`config.mk`:
```
export PLATFORM = sky130hd
export DESIGN_NAME = misr_sig_compressor
export DESIGN_NICKNAME = d
export VERILOG_FILES = /design/src/rtl/misr_sig_pkg.sv /design/src/rtl/misr_lane.sv /design/src/rtl/misr_walk_ctl.sv /design/src/rtl/misr_sig_compressor.sv
export SDC_FILE = /design/constraint.sdc
export NUM_CORES = 1
export LEC_CHECK = 0
export ABC_AREA = 1
export CAP_MARGIN = 20
export CORE_MARGIN = 10
export CORE_UTILIZATION = 25
export CTS_CLUSTER_SIZE = 14
export DETAILED_ROUTE_END_ITERATION = 7
export DONT_BUFFER_PORTS = 1
export SLEW_MARGIN = 5
export SYNTH_ARGS = -nofsm -noshare
export SYNTH_HDL_FRONTEND = slang
export SYNTH_SLANG_ARGS = --single-unit
export TNS_END_PERCENT = 1
```
`constraint.sdc`:
```
create_clock -name clk -period 2.9 [get_ports clk]
set_clock_uncertainty 0.2 [all_clocks]
set_input_delay 0.58 -clock clk [delete_from_list [all_inputs] [get_ports clk]]
set_output_delay 0.58 -clock clk [all_outputs]
set_load 0.03 [all_outputs]
```
`src/rtl/misr_sig_pkg.sv`:
```
package misr_sig_pkg;
   localparam logic [15:0] PRIME_WORD = 16'hFFFF;

   typedef enum logic [2:0] {
      PH_IDLE, PH_PRIME, PH_RISE, PH_FALL, PH_DRAIN, PH_FOLD, PH_FIN
   } phase_t;

   function automatic logic [15:0] fold16(input logic [15:0] cur, input logic [15:0] word);
      fold16 = {cur[14:0], cur[15] ^ cur[4] ^ cur[2] ^ cur[1]} ^ word;
   endfunction
endpackage

```
`src/rtl/misr_lane.sv`:
```
module misr_lane
   import misr_sig_pkg::*;
#(
   parameter int DW = 16
) (
   input  logic          clk,
   input  logic          rst,
   input  logic          clr,
   input  logic          ld,
   input  logic [DW-1:0] word,
   output logic [DW-1:0] q
);
   always_ff @(posedge clk) begin
      if (rst || clr) q <= PRIME_WORD;
      else if (ld)    q <= fold16(q, word);
   end
endmodule

```
`src/rtl/misr_walk_ctl.sv`:
```
module misr_walk_ctl
   import misr_sig_pkg::*;
#(
   parameter int NB     = 4,
   parameter int AW     = 8,
   parameter int RD_LAT = 2,
   localparam int CIW   = (NB > 1) ? $clog2(NB) : 1
) (
   input  logic           clk,
   input  logic           rst,
   input  logic           start,
   input  logic [NB-1:0]  sel,
   input  logic [AW-1:0]  lo,
   input  logic [AW-1:0]  hi,
   output logic           busy,
   output logic           clr,
   output logic           prime_ld,
   output logic [NB-1:0]  sel_q,
   output logic           issue,
   output logic [AW-1:0]  addr,
   output logic           data_vld,
   output logic           fold_ld,
   output logic [CIW-1:0] fold_idx,
   output logic           fin
);
   phase_t            ph;
   logic [AW-1:0]     lo_q, hi_q, ptr;
   logic [RD_LAT-1:0] vpipe;

   always_ff @(posedge clk) begin
      if (rst) begin
         ph <= PH_IDLE;
         sel_q <= '0;
         lo_q <= '0;
         hi_q <= '0;
         ptr <= '0;
         fold_idx <= '0;
      end else begin
         unique case (ph)
            PH_IDLE: if (start) begin
               sel_q <= sel;
               lo_q <= lo;
               hi_q <= hi;
               ph <= PH_PRIME;
            end
            PH_PRIME: begin
               ptr <= lo_q;
               fold_idx <= '0;
               ph <= (sel_q == '0) ? PH_FOLD : PH_RISE;
            end
            PH_RISE: if (ptr == hi_q) ph <= PH_FALL;
                     else ptr <= ptr + 1'b1;
            PH_FALL: if (ptr == lo_q) ph <= PH_DRAIN;
                     else ptr <= ptr - 1'b1;
            PH_DRAIN: if (vpipe == '0) ph <= PH_FOLD;
            PH_FOLD: if (fold_idx == CIW'(NB - 1)) ph <= PH_FIN;
                     else fold_idx <= fold_idx + 1'b1;
            PH_FIN: ph <= PH_IDLE;
            default: ph <= PH_IDLE;
         endcase
      end
   end

   generate
      if (RD_LAT == 1) begin : g_lat1
         always_ff @(posedge clk) begin
            if (rst) vpipe <= '0;
            else     vpipe <= issue;
         end
      end else begin : g_latn
         always_ff @(posedge clk) begin
            if (rst) vpipe <= '0;
            else     vpipe <= {vpipe[RD_LAT-2:0], issue};
         end
      end
   endgenerate

   assign busy     = (ph != PH_IDLE);
   assign clr      = (ph == PH_IDLE) && start;
   assign prime_ld = (ph == PH_PRIME);
   assign issue    = (ph == PH_RISE) || (ph == PH_FALL);
   assign addr     = ptr;
   assign data_vld = vpipe[RD_LAT-1];
   assign fold_ld  = (ph == PH_FOLD) && sel_q[fold_idx];
   assign fin      = (ph == PH_FIN);
endmodule

```
`src/rtl/misr_sig_compressor.sv`:
```
module misr_sig_compressor
   import misr_sig_pkg::*;
#(
   parameter int NB     = 4,
   parameter int AW     = 8,
   parameter int DW     = 16,
   parameter int RD_LAT = 2
) (
   input  logic             clk,
   input  logic             rst,
   input  logic             start,
   input  logic [NB-1:0]    bank_sel,
   input  logic [AW-1:0]    addr_lo,
   input  logic [AW-1:0]    addr_hi,
   output logic             busy,
   output logic [NB-1:0]    rd_en,
   output logic [AW-1:0]    rd_addr,
   input  logic [NB*DW-1:0] rd_data,
   output logic             done,
   output logic [DW-1:0]    signature
);
   localparam int CIW = (NB > 1) ? $clog2(NB) : 1;

   generate
      if (DW != 16)             begin : g_bad_dw  $error("DW must be 16");         end
      if (NB < 1 || NB > 16)    begin : g_bad_nb  $error("NB must be 1..16");      end
      if (RD_LAT < 1)           begin : g_bad_lat $error("RD_LAT must be >= 1");  end
      if (AW < 1)               begin : g_bad_aw  $error("AW must be >= 1");      end
   endgenerate

   logic           clr, prime_ld, issue, data_vld, fold_ld, fin;
   logic [NB-1:0]  sel_q;
   logic [CIW-1:0] fold_idx;
   logic [DW-1:0]  lane_q [NB];

   misr_walk_ctl #(.NB(NB), .AW(AW), .RD_LAT(RD_LAT)) u_ctl (
      .clk(clk), .rst(rst), .start(start), .sel(bank_sel), .lo(addr_lo), .hi(addr_hi),
      .busy(busy), .clr(clr), .prime_ld(prime_ld), .sel_q(sel_q), .issue(issue),
      .addr(rd_addr), .data_vld(data_vld), .fold_ld(fold_ld), .fold_idx(fold_idx), .fin(fin)
   );

   assign rd_en = issue ? sel_q : '0;

   for (genvar b = 0; b < NB; b++) begin : g_lane
      logic          ld;
      logic [DW-1:0] word;
      if (b == 0) begin : g_base
         always_comb begin
            ld   = ((prime_ld || data_vld) && sel_q[0]) || fold_ld;
            word = prime_ld ? PRIME_WORD
                 : data_vld ? rd_data[0 +: DW]
                 : lane_q[fold_idx];
         end
      end else begin : g_side
         always_comb begin
            ld   = (prime_ld || data_vld) && sel_q[b];
            word = prime_ld ? PRIME_WORD : rd_data[b*DW +: DW];
         end
      end
      misr_lane #(.DW(DW)) u_lane (
         .clk(clk), .rst(rst), .clr(clr), .ld(ld), .word(word), .q(lane_q[b])
      );
   end

   always_ff @(posedge clk) begin
      if (rst) begin
         done <= 1'b0;
         signature <= '0;
      end else begin
         done <= fin;
         if (fin) signature <= lane_q[0];
      end
   end
endmodule

```
### Yosys cells after proc, flatten, opt, wreduce, memory -nomap -nowiden

Cells that the tools add are included.

* flip-flop bits (word level): 116
* latch bits: 0
* memory bits (writable): 0
* bits in read-only memories: 0
* bits of input ports: 87
* output and inout bits: 30
* word-level logic and storage cells: 95
* memories kept: 0

* $add $sub $neg: 3
* multiply operators: 0
* divide/modulo/power cells: 0
* magnitude comparators: 2
* equal/unequal tests: 17
* shift operators: 0
* multiplexer cells: 23
* bitwise gates (word level): 17
* reductions and logical operators: 20

Operators with widths (count)
* 16-bit 2-to-1 mux: 7
* 16-bit XOR: 4
* 16-bit binary-select mux with 2-bit select: 1
* 8-bit one-hot mux with 3 select lines: 1
* 3-bit 2-to-1 mux: 6
* 3-bit one-hot mux with 6 select lines: 1
* 8-bit == test: 2
* 8-bit 2-to-1 mux: 2
* 1-bit XOR: 12
* 3-bit == test, second input constant: 3
* 8-bit by 1-bit adder with 8-bit output, second input constant: 1
* 2-bit by 1-bit inequality test with 1-bit output, second input constant: 4
* 2-bit inequality test, second input constant: 4
* 8-bit by 1-bit subtractor with 8-bit output, second input constant: 1
* 3-bit by 2-bit == test with 1-bit output, second input constant: 2
* 1-bit logical AND: 6
* 3-bit nonzero test: 2
* 5-bit AND reduction: 1
* 4-bit zero test: 1
* 1-bit logical OR: 4
* 4-bit 2-to-1 mux: 1
* 2-bit one-hot mux with 2 select lines: 1
* 2-bit AND reduction: 2
* 3-bit by 1-bit == test with 1-bit output, second input constant: 1
* other kinds (12): 12

### Logic depth before layout (Yosys ltp)

Gate-level depths: netlist of run 1.

* word-level depth: 7
* depth in mapped cells: 14
* gate-level depth less buffers: 13

### By module

From an unflattened synthesis of run 1, not the netlist that was laid out.

* cell total of the unflattened synthesis: 1081
* area, all modules: 6971.7 µm²

Modules (own cells, without submodules)
* misr_lane: times used 4, cells each 101, area each 742.0 µm²
* misr_walk_ctl: times used 1, cells each 308, area each 2016.9 µm²
* misr_sig_compressor: times used 1, cells each 369, area each 1986.9 µm²

### Worst setup path before layout of run 1

OpenSTA, ideal clock, no wires.

* path type: reg2reg
* from: register u_ctl.ph[2]
* to: register u_ctl.ptr[3] (netlist: u_ctl.addr[3])
* arrival time: 1.907 ns
* setup slack: 0.683 ns
* cell stages (with the launch flop): 14
* buffers on the path: 1
* clock period less this slack: 2.217 ns
* cell sequence: dfxtp_1 -> clkbuf_2 -> inv_2 -> nand3_2 -> inv_1 -> ha_1 -> or2_2 -> nand2_1 -> xor2_1 -> nand2_1 -> o21ai_0 -> nand2_1 -> nand2_1 -> nor2_1

* cells in the longest elaborated chain, start to end: 3

Ends and longest elaborated chain
* start, declared: line misr_walk_ctl.sv:26 `phase_t ph;`
* start signal, assigned: line misr_walk_ctl.sv:49 `ph <= (sel_q == '0) ? PH_FOLD : PH_RISE;`
* 3-bit by 2-bit == test with 1-bit output or 3-bit by 1-bit == test with 1-bit output (tied branches): line misr_walk_ctl.sv:39 `unique case (ph)`
* 2-bit inequality test (no line) or 3-bit nonzero test (tied branches)
* 3-bit AND reduction (no line)
* end signal, assigned: line misr_walk_ctl.sv:47 `ptr <= lo_q;`
* end signal, assigned: line misr_walk_ctl.sv:52 `else ptr <= ptr + 1'b1;`
* end signal, assigned: line misr_walk_ctl.sv:54 `else ptr <= ptr - 1'b1;`
* end, declared: line misr_walk_ctl.sv:27 `logic [AW-1:0] lo_q, hi_q, ptr;`

Several ways; a longest one is shown, not always the timed one.
A chain may end at the register's enable or synchronous reset.

### Worst setup path after layout of run 1

* from: register u_ctl.ph[1]
* to: output port rd_en[3]

* cells in the longest elaborated chain, start to end: 3

Ends and longest elaborated chain
* 3-bit by 2-bit == test with 1-bit output: line misr_walk_ctl.sv:81 `assign issue = (ph == PH_RISE) || (ph == PH_FALL);`
* 1-bit logical OR (*): line misr_walk_ctl.sv:81
* 4-bit 2-to-1 mux (*): line misr_sig_compressor.sv:42 `assign rd_en = issue ? sel_q : '0;`
* end, declared: line misr_sig_compressor.sv:16 `output logic [NB-1:0] rd_en,`

Mark *: on every way between the ends. The rest lies on a longest branch, timed or not.

==> impl_metrics.py, run 1 <==
metrics = {
    "hold_path": {
        "holdCritPathClass": "input pin to flip-flop",
    },
    "floorplan": {
        "die_area_mm2": 0.0334,
        "start_util_pct": 25.4,
        "die_h_um": 183,
        "num_io_pins": 117,
        "coreArea_mm2": 0.0261,
        "rows": 59,
        "die_x_um": 183,
    },
    "final_layout": {
        "drive_gt1_share_pct": 7.03,
        "final_nets": 1064,
        "fin_area_mm2": 0.00756,
        "finalNonFillerCells": 1317,
        "nFillCells": 2878,
        "layout_commonest_cell": "nand2_1",
        "synthToLayoutAreaGrowth_pct": 14.4,
        "layout_common_cells": "nand2_1, a21oi_1, inv_1",
        "utilization_pct": 29.0,
    },
    "pwr": {
        "pwr-share-clk_pct": 32.3,
        "leakage_nw": 3.40,
        "intPower_mw": 4.29,
        "swShare_pct": 39.9,
        "peakVddDrop_mv": 0.665,
        "combPwrFrac_pct": 36.5,
        "power_switching_mw": 2.85,
        "pwr-share-seq_pct": 31.2,
        "p_total_mw": 7.14,
        "powerDensity_mw_per_mm2": 944,
    },
    "route": {
        "drcViolationCount": 0,
        "drtAntennaViolNets": 0,
        "wirelength_um": 20700,
        "detail_route.wl_per_cell_um": 15.7,
        "drtIter0Drc": 503,
        "drt_pass1_iterations": 8,
        "via_per_inst": 4.75,
        "via_count": 6253,
    },
    "critical_path": {
        "cp_data_required_time_ns": 2.12,
        "path_max_fanout": 7,
        "critPathArrivalTime_ns": 1.73,
        "cp-end-kind": "output port",
        "crit_type": "flip-flop to output port",
        "critPathLaunchType": "flip-flop",
    },
    "synth": {
        "synth_top_family_by_area": "simple AND/OR/NAND/NOR gates",
        "yosys_warnings": 0,
        "synth_area_leader_cell": "dfxtp_1",
        "synth_area_per_cell_um2": 6.69,
        "syn_nets": 1084,
        "synthXorXnorAreaFrac_pct": 6.75,
        "synth_compound_area_share_pct": 21.4,
        "synth_adder_area_share_pct": 1.63,
        "synth_cells": 989,
        "async_reset_ff_share_pct": 0,
        "ys_seq_area_share_pct": 35.1,
        "ys_ff_latch": 116,
        "synth_edf_count": 0,
        "ys.flop_type": "dfxtp_1",
        "synthTopCellsByArea": "dfxtp_1, nand2_1, a21oi_1",
        "synth_area_mm2": 0.00661,
        "ys_types": 31,
        "synthMuxAreaShare_pct": 0,
        "synth_top_area_share_pct": 35.1,
        "synth_simple_gate_area_share_pct": 23.7,
    },
    "global_routing": {
        "grt_max_degree": 97,
        "grt_pass1_wl_um": 32200,
        "first_global_vias": 5833,
        "antenna_found_initial": 1,
        "grt_overflow_total": 0,
        "grtUsageTotal_pct": 12.1,
    },
    "sta": {
        "timing.hold.ws_ns": 0.0286,
        "tns_ns": 0,
        "hold_viol": 0,
        "fin_ws_ns": 0.385,
        "grt_setup_unrepaired": "no",
        "setup_violations": 0,
        "relSlewSlack_pct": 53.5,
        "fin_crit_sh_pct": 86.7,
        "slew_viol_final": 0,
        "fin_crit_ns": 2.51,
        "tightest_slew_ns": 0.695,
        "fmax_ghz": 0.398,
    },
    "placed_design": {
        "placed_area_mm2": 0.00692,
        "io_buffer_count": 0,
        "dp_hpwl_um": 15500,
        "dp_slack_ns": 0.535,
        "post-place-cells": 1285,
        "gp_congestion": 0.827,
    },
    "clocking": {
        "htree_levels": 4,
        "cts_resized": 0,
        "ctsRootBufferMaster": "clkbuf_16",
        "cts_max_path_buffers": 2,
        "cts_buffers": 17,
        "clkSlewWorstSetupHoldPaths_ns": 0.06,
        "holdBufCountCts": 0,
        "clock-sinks": 116,
        "cts_tree": "built",
        "clk_latency_ns": 0.42,
        "cts_setup_buffers": 0,
    },
    "job": {
        "max-cap-violations": 0,
    },
    "run_status": {
        "outcome": "finished, final reports clean",
    },
}
-- layer usage --
metal	GRT usage, %	wire length, µm	part of all wire (%)
met4	1.85	114	0.55
met1	14.7	8910	43
met3	4.75	1720	8.3
met5	0	0	0
met2	20.2	9930	48
-- synthesized netlist by cell type (3+ instances only) --
master    count
o211ai_1     15
nor2_1       34
nor2_2        3
nand2_1     206
nand2_2       3
dfxtp_1     116
nand3b_1      3
inv_2         9
xnor2_1      41
clkbuf_1     22
ha_1          7
nand4_1      17
buf_2        28
o221ai_1     14
xor2_1       10
o21ai_0      69
o21ai_1      32
a21oi_1     133
inv_1       124
nand3_1      89
-- sequential cells by signal (all words and copies together), names as in the netlist --
name / count
g_lane.u_lane.q: 64
signature: 16
u_ctl.addr: 8
u_ctl.hi_q: 8
u_ctl.lo_q: 8
u_ctl.sel_q: 4
u_ctl.ph: 3
u_ctl.fold_idx: 2
u_ctl.vpipe: 2
done: 1
-- path summary, 6_finish.rpt --
check | to | slack, ns | from | depth (start not counted)
worst max-delay path | rd_en[3] | 0.39 | u_ctl.ph[1] | 2
worst max register to register | u_ctl.addr[3] | 0.54 | u_ctl.ph[1] | 11
worst min register to register | u_ctl.vpipe[1] | 0.26 | u_ctl.vpipe[0] | 2
worst min-delay path | u_ctl.lo_q[4] | 0.03 | rst | 1
-- layout make-up --
class                           instances  area (µm²)  area share (%)
Clock buffer                           19         443            5.86
Timing Repair Buffer                   16         133            1.75
Clock inverter                         12         204            2.70
Tap cell                              335         419            5.54
Inverter                              134         503            6.65
Antenna cell                            1        2.50          0.0331
Multi-Input combinational cell        684        3540            46.8
Sequential cell                       116        2320            30.7
-- cell families after synthesis --
| logic type | count (synthesis) |
|---|---|
| xor gates and xnor gates | 51 |
| AOI/OAI and AO/OA | 264 |
| and+or+nand+nor | 361 |
| DFF | 116 |
| adders and majority gates | 8 |
| buffers and inverters | 189 |
-- power groups by stage --
| stage | Sequential [mW] | Clock, mW | Combinational [mW] |
|---|---|---|---|
| after CTS | 2.23 | 2.36 | 2.62 |
| after global routing | 2.27 | 2.43 | 2.97 |
| final | 2.22 | 2.31 | 2.61 |
| after detailed placement | 2.26 | 0 | 2.60 |
| after floorplan | 2.19 | 0 | 2.08 |
| after global placement | 2.25 | 0 | 2.57 |
-- critical path: stages (launching register included) --
cell and delay (ns):
dfxtp_1 0.48, nand2_1 0.25, nor2_1 0.59
Note: power is estimated with default switching activity, not from simulation.
==> inputs of run 2 (changes only) <==
Settings changed: RECOVER_POWER set to 25.
==> run 2 against run 1 <==
Against the previous run:
- sequential share of layout area increased by 0.076 points
- fmax is 1.2% higher
- critical path depth up 1
- core utilization is 0.072 points lower
- critical path type unchanged
==> impl_metrics.py, run 2 (synthesis gave the netlist of run 1 again) <==
metrics = {
    "run_status": {
        "outcome": "finished, final reports clean",
    },
    "route": {
        "drtIter0Drc": 503,
        "wirelength_um": 20600,
        "drcViolationCount": 0,
        "drtAntennaViolNets": 0,
        "drt_pass1_iterations": 5,
        "detail_route.wl_per_cell_um": 15.6,
        "via_per_inst": 4.73,
        "via_count": 6227,
    },
    "floorplan": {
        "die_area_mm2": 0.0334,
        "coreArea_mm2": 0.0261,
        "num_io_pins": 117,
        "rows": 59,
        "die_h_um": 183,
        "die_x_um": 183,
        "start_util_pct": 25.4,
    },
    "final_layout": {
        "largest_reg_flops": 64,
        "regMostFlops": "g_lane.u_lane.q",
        "layout_commonest_cell": "nand2_1",
        "synthToLayoutAreaGrowth_pct": 14.1,
        "drive_gt1_share_pct": 6.52,
        "nFillCells": 2879,
        "reg_top3": "g_lane.u_lane.q x64, signature x16",
        "layout_common_cells": "nand2_1, a21oi_1, inv_1",
        "finalNonFillerCells": 1317,
        "final_nets": 1064,
    },
    "pwr": {
        "peakVddDrop_mv": 0.664,
        "p_total_mw": 7.12,
        "powerDensity_mw_per_mm2": 944,
        "leakage_nw": 3.39,
    },
    "clocking": {
        "htree_levels": 4,
        "clk_latency_ns": 0.42,
        "cts_resized": 0,
        "cts_buffers": 17,
        "cts_max_path_buffers": 2,
        "clkSlewWorstSetupHoldPaths_ns": 0.06,
        "cts_setup_buffers": 0,
        "ctsRootBufferMaster": "clkbuf_16",
        "cts_tree": "built",
        "holdBufCountCts": 0,
        "clock-sinks": 116,
    },
    "hold_path": {
        "holdCritPathClass": "input pin to flip-flop",
    },
    "critical_path": {
        "critPathLaunchType": "flip-flop",
        "cp-end-kind": "output port",
        "regToRegSetupSlack_ns": 0.48,
        "crit_type": "flip-flop to output port",
        "path_max_fanout": 8,
        "critPathArrivalTime_ns": 1.70,
        "cp_data_required_time_ns": 2.12,
    },
    "global_routing": {
        "grt_overflow_total": 0,
        "grt.busiest_layer": "met2",
        "antenna_found_initial": 1,
        "grtUsageMet2_pct": 20.2,
        "grtUsageTotal_pct": 12.1,
        "use_met3_pct": 4.75,
        "grt_pass1_wl_um": 32200,
        "gr-usage-met1_pct": 14.7,
        "grt_max_degree": 97,
        "first_global_vias": 5833,
    },
    "sta": {
        "tns_ns": 0,
        "fin_crit_ns": 2.48,
        "relSlewSlack_pct": 27.0,
        "tightest_slew_ns": 1.10,
        "grt_setup_unrepaired": "no",
        "timing.hold.ws_ns": 0.0293,
        "fmax_ghz": 0.402,
        "slew_viol_final": 0,
        "fin_crit_sh_pct": 85.7,
        "setup_violations": 0,
        "hold_viol": 0,
    },
    "placed_design": {
        "gp_congestion": 0.827,
        "dp_hpwl_um": 15500,
        "post-place-cells": 1285,
        "io_buffer_count": 0,
    },
    "job": {
        "max-cap-violations": 0,
    },
}
[run 2: final cells by class]
| type | instances | area [µm²] | area share (%) |
|---|---|---|---|
| flip-flops and latches | 116 | 2320 | 30.8 |
| repair buffers | 16 | 121 | 1.61 |
| diodes | 1 | 2.50 | 0.0332 |
| inverters | 134 | 503 | 6.67 |
| clock inverters | 12 | 204 | 2.70 |
| multi-input cells | 684 | 3530 | 46.8 |
| well taps | 335 | 419 | 5.55 |
| clock buffers | 19 | 443 | 5.87 |
[run 2: path summary, 6_finish.rpt]
kind                         end  cells after the start      startpoint
setup / recovery        rd_en[3]                      3     u_ctl.ph[2]
hold / removal     u_ctl.lo_q[4]                      1             rst
hold reg to reg   u_ctl.vpipe[1]                      2  u_ctl.vpipe[0]
setup reg to reg   u_ctl.addr[4]                     12   u_ctl.addr[7]
[run 2: power breakdown]
| group | total [mW] | internal (mW) | switching, mW | leakage, nW |
|---|---|---|---|---|
| Sequential | 2.22 | 1.88 | 0.336 | 0.945 |
| Clock | 2.31 | 1.54 | 0.765 | 0.306 |
| Combinational | 2.59 | 0.853 | 1.74 | 2.14 |
[run 2: worst max-delay path, stage by stage, from the launching register on]
cell	delay, ns
dfxtp_1	0.38
inv_2	0.13
nand2_1	0.18
nor2_1	0.59
[run 2: per-stage QoR]
step / area (µm²) / util [%] / worst slack, ns
floorplan: 6610 / - / 0.683
global placement: 6920 / 26.5 / 0.540
detailed placement: 6920 / 26.5 / 0.535
CTS: 7560 / 29.0 / 0.407
global route: 7540 / 28.9 / 0.199
finish: 7550 / 29.0 / 0.415
[run 2: metal layers]
metal  up-vias  wire length, µm
met3        10             1650
met2       159             9950
met4         0              110
met5         -                0
met1      2837             8890
li1       3221                -
==> inputs of run 3 (changes only) <==
Settings changed: PLACE_DENSITY set to 0.37.
==> run 3 against run 2 <==
Against the previous run:
- clock power decreased by 7%
- non-clock buffer count unchanged
- sequential share of layout area increased by 0.14 points
- critical path type is now flip-flop to flip-flop
==> impl_metrics.py, run 3 (synthesis gave the netlist of run 1 again) <==
metrics = {
    "final_layout": {
        "reg_top3": "g_lane.u_lane.q x64, signature x16",
        "layout_commonest_cell": "nand2_1",
        "diodes": 0,
        "nFillCells": 2916,
        "synthToLayoutAreaGrowth_pct": 13.6,
        "fin_area_mm2": 0.00751,
        "regMostFlops": "g_lane.u_lane.q",
        "final_nets": 1064,
        "layout_common_cells": "nand2_1, a21oi_1, inv_1",
        "drive_gt1_share_pct": 6.82,
        "finalNonFillerCells": 1317,
        "largest_reg_flops": 64,
        "utilization_pct": 28.8,
    },
    "pwr": {
        "combPwrFrac_pct": 38.3,
        "intPower_mw": 4.05,
        "pwr-share-clk_pct": 30.3,
        "power_switching_mw": 3.02,
        "powerDensity_mw_per_mm2": 942,
        "leakage_nw": 3.35,
        "swShare_pct": 42.7,
        "peakVddDrop_mv": 0.480,
        "pwr-share-seq_pct": 31.4,
    },
    "critical_path": {
        "r2r-start": "u_ctl.ph[2]",
        "crit_start": "u_ctl.ph[2]",
        "crit_type": "flip-flop to flip-flop",
        "cp_data_required_time_ns": 3.01,
        "critPathArrivalTime_ns": 2.57,
        "critPathLaunchType": "flip-flop",
        "path_max_fanout": 10,
        "cp-end-kind": "flip-flop",
    },
    "sta": {
        "relSlewSlack_pct": 26.1,
        "fmax_ghz": 0.407,
        "fin_crit_ns": 2.46,
        "hold_viol": 0,
        "timing.hold.ws_ns": 0.0243,
        "slew_viol_final": 0,
        "tightest_slew_ns": 1.11,
        "setup_violations": 0,
        "fin_crit_sh_pct": 84.7,
        "grt_setup_unrepaired": "no",
        "tns_ns": 0,
    },
    "global_routing": {
        "grt_overflow_total": 0,
        "grt_pass1_wl_um": 34800,
        "grtUsageTotal_pct": 13.3,
        "grt_max_degree": 97,
        "antenna_found_initial": 0,
        "first_global_vias": 5944,
    },
    "clocking": {
        "cts_resized": 0,
        "clkSlewWorstSetupHoldPaths_ns": 0.06,
        "holdBufCountCts": 0,
        "cts_max_path_buffers": 2,
        "clock-sinks": 116,
        "cts_setup_buffers": 0,
        "htree_levels": 4,
        "cts_tree": "built",
        "clk_latency_ns": 0.42,
        "cts_buffers": 17,
        "ctsRootBufferMaster": "clkbuf_16",
    },
    "hold_path": {
        "holdCritPathClass": "input pin to flip-flop",
        "min-delay-start": "rst",
    },
    "placed_design": {
        "post-place-cells": 1285,
        "placed_area_mm2": 0.00693,
        "io_buffer_count": 0,
        "dp_hpwl_um": 16900,
        "gp_congestion": 0.813,
    },
    "floorplan": {
        "rows": 59,
        "coreArea_mm2": 0.0261,
        "die_area_mm2": 0.0334,
        "start_util_pct": 25.4,
        "die_x_um": 183,
        "die_h_um": 183,
        "num_io_pins": 117,
    },
    "route": {
        "via_count": 6128,
        "drt_pass1_iterations": 5,
        "drtAntennaViolNets": 0,
        "drcViolationCount": 0,
        "via_per_inst": 4.65,
        "detail_route.wl_per_cell_um": 17.0,
        "wirelength_um": 22400,
        "drtIter0Drc": 391,
    },
    "run_status": {
        "outcome": "finished, final reports clean",
    },
    "job": {
        "max-cap-violations": 0,
    },
}
-- run 3: cell type report --
cell class / instances / area, µm² / share of cell area [%]
multi-input cells: 684 / 3540 / 47.2
flip-flops and latches: 116 / 2320 / 30.9
inverters: 134 / 503 / 6.70
clock buffers: 18 / 439 / 5.85
well taps: 335 / 419 / 5.58
clock inverters: 14 / 154 / 2.05
repair buffers: 16 / 130 / 1.73
-- run 3: power groups by stage --
stage	logic (mW)	registers, mW	clock network, mW
final	2.71	2.22	2.15
after global routing	3.07	2.26	2.27
after CTS	2.76	2.23	2.21
after detailed placement	2.75	2.26	0
after global placement	2.76	2.27	0
after floorplan	2.08	2.19	0
-- run 3: metal layers --
metal	up-vias	share of wire, %	global-route usage [%]
li1	3223	-	-
met1	2798	48	17.1
met2	103	47	21.8
met3	4	4.3	3.64
met4	0	0.47	2.70
met5	-	0	0
-- run 3: worst max-delay path: stages (launching register included) --
cell     delay [ns]
dfxtp_1        0.38
inv_2          0.15
nand3_2        0.12
inv_1          0.29
ha_1           0.33
or2_2          0.33
nand2_1        0.09
xor2_1         0.15
nand2_1        0.06
o21ai_0        0.07
nand2_1        0.07
nand2_1        0.07
nor2_1         0.04
-- run 3: stage by stage --
stage / setup WS, ns / power (mW)
final: 0.443 / 7.07
after global routing: 0.215 / 7.60
after CTS: 0.414 / 7.20
after detailed placement: 0.449 / 5.01
after global placement: 0.464 / 5.03
after floorplan: 0.683 / 4.27
-- run 3: path summary, 6_finish.rpt --
kind / end / slack, ns / cells after the start
worst max-delay path: u_ctl.addr[3] / 0.44 / 12
worst max register to register: u_ctl.addr[3] / 0.44 / 12
worst min-delay path: u_ctl.lo_q[4] / 0.02 / 1
worst min register to register: u_ctl.vpipe[1] / 0.24 / 2
